**src/rtl/fdsr_pkg.sv**
```systemverilog
`timescale 1ns/1ps
package fdsr_pkg;
  typedef enum logic [1:0] {
    OP_DIV       = 2'b00,
    OP_SQRT      = 2'b01,
    OP_RSQRT     = 2'b10,
    OP_RSQRT_ALT = 2'b11
  } fdsr_op_e;

  // number of stages needed to resolve w bits, r per stage
  function automatic int stage_count(int w, int r);
    return (w + r - 1) / r;
  endfunction
endpackage

```
**src/rtl/fdsr_lhs_init.sv**
```systemverilog
`timescale 1ns/1ps
module fdsr_lhs_init
  import fdsr_pkg::*;
#(
  parameter int W = 8,
  parameter int F = 4
) (
  input  fdsr_op_e         op,
  input  logic [W+F-1:0]   dividend,
  input  logic [W-1:0]     operand,
  output logic [3*W-1:0]   lhs
);
  localparam int ACC = 3 * W;

  // left-hand compare value, aligned to 3F fraction bits
  function automatic logic [ACC-1:0] start_lhs(fdsr_op_e o,
                                               logic [W+F-1:0] x,
                                               logic [W-1:0] d);
    case (o)
      OP_DIV:  return ACC'(x) << F;
      OP_SQRT: return ACC'(d) << (2 * F);
      default: return ACC'(1) << (3 * F);
    endcase
  endfunction

  assign lhs = start_lhs(op, dividend, operand);
endmodule

```
**src/rtl/fdsr_digit_sel.sv**
```systemverilog
`timescale 1ns/1ps
module fdsr_digit_sel
  import fdsr_pkg::*;
#(
  parameter int W = 8,
  parameter int F = 4,
  parameter int R = 2,
  parameter int IW = $clog2(W + 1)
) (
  input  fdsr_op_e         op,
  input  logic [W-1:0]     operand,
  input  logic [W-1:0]     q,
  input  logic [2*W-1:0]   p,
  input  logic [3*W-1:0]   rhs,
  input  logic [3*W-1:0]   lhs,
  input  logic [IW-1:0]    idx,
  output logic [W-1:0]     sel_bits,
  output logic [3*W-1:0]   sel_trial,
  output logic [IW-1:0]    nidx
);
  localparam int ACC = 3 * W;
  localparam int NC  = 1 << R;

  // trial right-hand value when the shifted digit s is appended
  function automatic logic [ACC-1:0] trial_value(fdsr_op_e o,
                                                 logic [W-1:0] d,
                                                 logic [W-1:0] qv,
                                                 logic [2*W-1:0] pv,
                                                 logic [ACC-1:0] acc,
                                                 logic [ACC-1:0] s);
    logic [ACC-1:0] dd, qq, pp;
    dd = ACC'(d);
    qq = ACC'(qv);
    pp = ACC'(pv);
    case (o)
      OP_DIV:  return acc + ((dd * s) << F);
      OP_SQRT: return acc + ((qq * (s << 1)) << F) + ((s * s) << F);
      default: return acc + pp * (s << 1) + dd * s * s;
    endcase
  endfunction

  logic [IW-1:0] step;
  assign step = (idx < IW'(R)) ? idx : IW'(R);
  assign nidx = idx - step;

  logic [ACC-1:0] cand_trial [NC];
  logic [W-1:0]   cand_bits  [NC];
  logic [NC-1:0]  cand_ok;

  for (genvar g = 0; g < NC; g++) begin : g_cand
    logic [ACC-1:0] shifted;
    assign shifted       = ACC'(g) << nidx;
    assign cand_bits[g]  = W'(shifted);
    assign cand_trial[g] = trial_value(op, operand, q, p, rhs, shifted);
    // a digit is a candidate only if it fits in this stage's bit count
    assign cand_ok[g]    = ((32'(g) >> step) == 32'd0) && (cand_trial[g] <= lhs);
  end

  // largest passing digit wins; digit zero is the fallback
  always_comb begin
    sel_trial = cand_trial[0];
    sel_bits  = '0;
    for (int t = 1; t < NC; t++) begin
      if (cand_ok[t]) begin
        sel_trial = cand_trial[t];
        sel_bits  = cand_bits[t];
      end
    end
  end
endmodule

```
**src/rtl/fxp_root_div.sv**
```systemverilog
`timescale 1ns/1ps
module fxp_root_div
  import fdsr_pkg::*;
#(
  parameter int W = 8,
  parameter int F = 4,
  parameter int R = 2
) (
  input  logic             clk,
  input  logic             rst_n,
  input  logic             start,
  input  logic [1:0]       op,
  input  logic [W+F-1:0]   dividend,
  input  logic [W-1:0]     operand,
  output logic [W-1:0]     quo,
  output logic [3*W-1:0]   rem,
  output logic             done
);
  localparam int ACC    = 3 * W;
  localparam int PW     = 2 * W;
  localparam int IW     = $clog2(W + 1);
  localparam int NSTAGE = stage_count(W, R);

  fdsr_op_e        op_r;
  logic [W-1:0]    d_r;
  logic [ACC-1:0]  lhs, rhs;
  logic [W-1:0]    q;
  logic [PW-1:0]   p;
  logic [IW-1:0]   idx;
  logic            busy;

  logic [ACC-1:0]  lhs_init;
  logic [W-1:0]    sel_bits;
  logic [ACC-1:0]  sel_trial;
  logic [IW-1:0]   nidx;

  // named internal events
  logic load_fire, stage_fire, last_stage;
  assign load_fire  = start && !busy;
  assign stage_fire = busy;
  assign last_stage = busy && (nidx == '0);

  fdsr_lhs_init #(.W(W), .F(F)) u_lhs (
    .op       (fdsr_op_e'(op)),
    .dividend (dividend),
    .operand  (operand),
    .lhs      (lhs_init)
  );

  fdsr_digit_sel #(.W(W), .F(F), .R(R), .IW(IW)) u_sel (
    .op        (op_r),
    .operand   (d_r),
    .q         (q),
    .p         (p),
    .rhs       (rhs),
    .lhs       (lhs),
    .idx       (idx),
    .sel_bits  (sel_bits),
    .sel_trial (sel_trial),
    .nidx      (nidx)
  );

  always_ff @(posedge clk or negedge rst_n) begin
    if (!rst_n) begin
      op_r <= OP_DIV;
      d_r  <= '0;
      lhs  <= '0;
      rhs  <= '0;
      q    <= '0;
      p    <= '0;
      idx  <= '0;
      busy <= 1'b0;
      done <= 1'b0;
    end else begin
      done <= 1'b0;
      if (load_fire) begin
        op_r <= fdsr_op_e'(op);
        d_r  <= operand;
        lhs  <= lhs_init;
        rhs  <= '0;
        q    <= '0;
        p    <= '0;
        idx  <= IW'(W);
        busy <= 1'b1;
      end else if (stage_fire) begin
        rhs <= sel_trial;
        q   <= q | sel_bits;
        p   <= p + PW'(d_r) * PW'(sel_bits);
        idx <= nidx;
        if (last_stage) begin
          busy <= 1'b0;
          done <= 1'b1;
        end
      end
    end
  end

  assign quo = q;
  assign rem = lhs - rhs;


  acc_order_chk: assert property (@(posedge clk) disable iff (!rst_n)
    rhs <= lhs);


  prod_track_chk: assert property (@(posedge clk) disable iff (!rst_n)
    p == PW'(q) * PW'(d_r));


  done_pulse_chk: assert property (@(posedge clk) disable iff (!rst_n)
    done |=> !done);


  start_ignore_chk: assert property (@(posedge clk) disable iff (!rst_n)
    (start && busy) |=> ($stable(lhs) && $stable(d_r) && $stable(op_r)));


  hold_idle_chk: assert property (@(posedge clk) disable iff (!rst_n)
    (!busy && !start) |=> ($stable(quo) && $stable(rem)));


  q_grow_chk: assert property (@(posedge clk) disable iff (!rst_n)
    busy |=> ((q & $past(q)) == $past(q)));


  stage_bound_chk: assert property (@(posedge clk) disable iff (!rst_n)
    idx <= IW'(W));


  initial begin
    stage_cfg_chk: assert (NSTAGE >= 1 && R >= 1 && F <= W);
  end
endmodule

```
**config.mk**
```make
export PLATFORM = sky130hd
export DESIGN_NAME = fxp_root_div
export DESIGN_NICKNAME = d
export VERILOG_FILES = /design/src/rtl/fdsr_pkg.sv /design/src/rtl/fdsr_lhs_init.sv /design/src/rtl/fdsr_digit_sel.sv /design/src/rtl/fxp_root_div.sv
export SDC_FILE = /design/constraint.sdc
export NUM_CORES = 2
export LEC_CHECK = 0
export ABC_CLOCK_PERIOD_IN_PS = 44800
export BUFFER_PORTS_ARGS = -buffer_cell sky130_fd_sc_hd__buf_2
export CAP_MARGIN = 5
export CORE_ASPECT_RATIO = 0.75
export CORE_MARGIN = 3
export CORE_UTILIZATION = 40
export CTS_BUF_LIST = sky130_fd_sc_hd__clkbuf_2 sky130_fd_sc_hd__clkbuf_4 sky130_fd_sc_hd__clkbuf_8
export CTS_CLUSTER_DIAMETER = 30
export DETAILED_ROUTE_END_ITERATION = 7
export GPL_ROUTABILITY_DRIVEN = 1
export PLACE_DENSITY = 0.58
export SLEW_MARGIN = 20
export SYNTH_ARGS = -nofsm -noshare
export SYNTH_HDL_FRONTEND = slang
export SYNTH_HIERARCHICAL = 1
export SYNTH_SLANG_ARGS = --single-unit
export TNS_END_PERCENT = 50
```
**constraint.sdc**
```tcl
create_clock -name clk -period 44.8 [get_ports clk]
set_input_delay 2.24 -clock clk [delete_from_list [all_inputs] [get_ports clk]]
set_output_delay 2.24 -clock clk [all_outputs]
set_load 0.01 [all_outputs]
```
==> impl_metrics.yaml <==
run_status:
  status: "completed"
layout:
  mostFrequentLayoutCells: "2415 x inv_1, 1735 x fa_1, 1014 x nand2_1, 1010 x ha_1, 393 x conb_1"
  seq_area_sq_um: 2210
  final_common_cell: "inv_1"
  multiInputGateArea_sq_um: 71900
  area_growth_pct: 6.60
  n_fill_cell: 20800
  nNetsFinal: 12500
  drive_above_1_share: 0.0411
critical_path:
  ff2ff_path_depth: 71
  crit_top_cell: "fa_1"
  end_kind: "flop"
  reg2reg_slack_ns: 20.93
  r2r_end: "p[15]$_DFFE_PN0P_"
  rr_startpoint: "idx[3]$_DFFE_PN0P_"
  crit_path_start_kind: "flop"
  slowest_delay_ns: 0.89
  crit_required_ns: 45.15
  cpMaxStageDelayCell: "o22ai_1"
  critPathKind: "reg -> reg"
  worstPathArrival_ns: 24.23
  cp_max_fo: 26
route:
  avgRoutedWirePerCell_um: 24.4
  routed_wl_mm: 306
  dr.first_iter.drc_count: 6760
  vias: 66200
  viasPerCell: 5.27
  drc: 0
  dr.pass1.iters: 5
  ant_nets: 0
sta:
  final_max_slew_viol_count: 0
  worst_slew_pin_slew_ns: 1.21
  fin_skew_ns: 0.0191
  finalHoldViolCount: 0
  slew_headroom: 0.196
  max_freq_mhz: 41.9
  setup_violations: 0
  period_share: 0.533
  rsz0062_at_grt: "false"
  tns_ns: 0
  fin_crit_ns: 23.87
yosys:
  ys_seq_area_frac: 0.0266
  syn-cell-area_sq_um: 82900
  yosys.area.top_type: "fa_1"
  yosysWarnings: 6
  synth_edf_count: 0
  ys_ff_latch: 88
  ys_types: 100
  async_flop_share: 1.00
  synthCells: 9521
  yosysTopAreaCellShare: 0.419
  synthTopCellsByArea: "fa_1 42%, ha_1 15%, inv_1 11%, nand2_1 4.6%, xnor2_1 3.5%"
  avgSynthCellArea_sq_um: 8.71
  ys_dominant_reg_cell: "dfrtp_1"
grt:
  grt_pass1_vias: 68000
  grt_overflow: 0
  grt_max_degree: 63
  grt_antenna_before_repair: 15
  track_usage: 0.288
  grt_pass1_wl_mm: 456
clocking:
  htree_levels: 3
  cts-root-buf: "clkbuf_8"
  cts_buffer_depth: 2
  cts_buffers: 9
  hold_buffers: 0
  clock_latency_ns: 0.44
  postCtsResizedCells: 0
  cts_setup_buffers: 0
  cts.reportedPaths.clkPinSlew_ns: 0.11
  clock_sinks: 88
  cts_tree: "yes"
min_path:
  holdPathEnd: "lhs[13]$_DFFE_PN0P_"
  hold_path_depth: 1
  hold_path_class: "reg -> reg"
  hold_start: "lhs[13]$_DFFE_PN0P_"
flow_run:
  cap_violations: 0
floorplanning:
  io-pin-count: 58
  die_y_um: 400
  die_area_sq_um: 213000
  coreArea_sq_um: 206000
  row_count: 144
  initial_core_util: 0.403
  die_x_um: 532
placed_design:
  dp_hpwl_mm: 250
  numPortBuffers: 57
  gp_congestion: 0.982
## cell families (layout without fill, tap and decap cells)
| logic type | count (synthesis) | after routing | share of synthesized area |
|---|---|---|---|
| compound gates | 1013 | 1013 | 0.0796 |
| xor+xnor | 459 | 459 | 0.0498 |
| fa+ha+maj | 2750 | 2750 | 0.572 |
| buf+inv | 2798 | 2663 | 0.128 |
| flops | 88 | 88 | 0.0266 |
| mux | 89 | 89 | 0.0116 |
| other cells | 3 | 398 | 0.000136 |
| simple gates | 2321 | 2321 | 0.133 |
## registers in the layout, summed over array words and instances, names as in the netlist
register and cells:
idx 4, quo 8, rhs 24, done 1, lhs 24, d_r 8
busy 1, op_r 2, p 16
## worst max-delay path, delay by kind of cell, from the launching register on
kind | cells | cell delay (ns)
fa+ha+maj | 19 | 9.13
simple gates | 16 | 5.13
compound gates | 16 | 4.20
xor+xnor | 10 | 2.93
buf+inv | 10 | 1.69
flops | 1 | 0.64
## cell type report
cell class	instances	area share
Clock inverter	7	0.000878
Antenna cell	5	0.000142
Timing Repair Buffer	217	0.0168
Clock buffer	9	0.00140
Multi-Input combinational cell	7025	0.813
Sequential cell	88	0.0251
Inverter	2430	0.103
Tap cell	2774	0.0393
## routing by layer
layer / up-vias / wire [um] / global-route usage
met5: - / 25 / 0
met4: 4 / 8700 / 0.0640
met3: 353 / 34800 / 0.0736
met2: 3142 / 124000 / 0.411
met1: 33600 / 139000 / 0.436
li1: 29100 / - / -
## Yosys cell counts (92+ instances only)
cell	n
nor2_1	343
o21ai_0	222
a21o_1	92
ha_1	1013
xnor2_1	332
xor2_1	120
a21oi_1	282
fa_1	1736
clkbuf_1	327
and2_1	317
inv_1	2418
and3_1	227
nand2_1	1016
## worst max-delay path by stage
stage / from / to / slack, ns / depth (start not counted)
4_1_cts: idx[3]$_DFFE_PN0P_ / p[15]$_DFFE_PN0P_ / 21.45 / 71
3_3_place_gp: idx[3]$_DFFE_PN0P_ / p[14]$_DFFE_PN0P_ / 21.99 / 69
6_report: idx[3]$_DFFE_PN0P_ / p[15]$_DFFE_PN0P_ / 20.93 / 71
2_1_floorplan: idx[3]$_DFFE_PN0P_ / p[14]$_DFFE_PN0P_ / 25.65 / 79
3_5_place_dp: idx[3]$_DFFE_PN0P_ / p[15]$_DFFE_PN0P_ / 21.51 / 71
5_1_grt: idx[3]$_DFFE_PN0P_ / p[15]$_DFFE_PN0P_ / 20.22 / 71
## stage by stage
step	instance area [sq um]	cells	worst slack, ns	util	hold WS [ns]
after floorplan	84400	9911	25.65	-	0.457
after global placement	88100	12500	21.99	0.428	0.532
after detailed placement	88200	12500	21.51	0.428	0.539
after CTS	88400	12600	21.45	0.429	0.564
after global routing	88400	12600	20.22	0.429	0.594
final	88400	12600	20.93	0.429	0.553
Power is not shown: default switching activity piles up to over one toggle a cycle in this logic, so the estimate is an artifact.
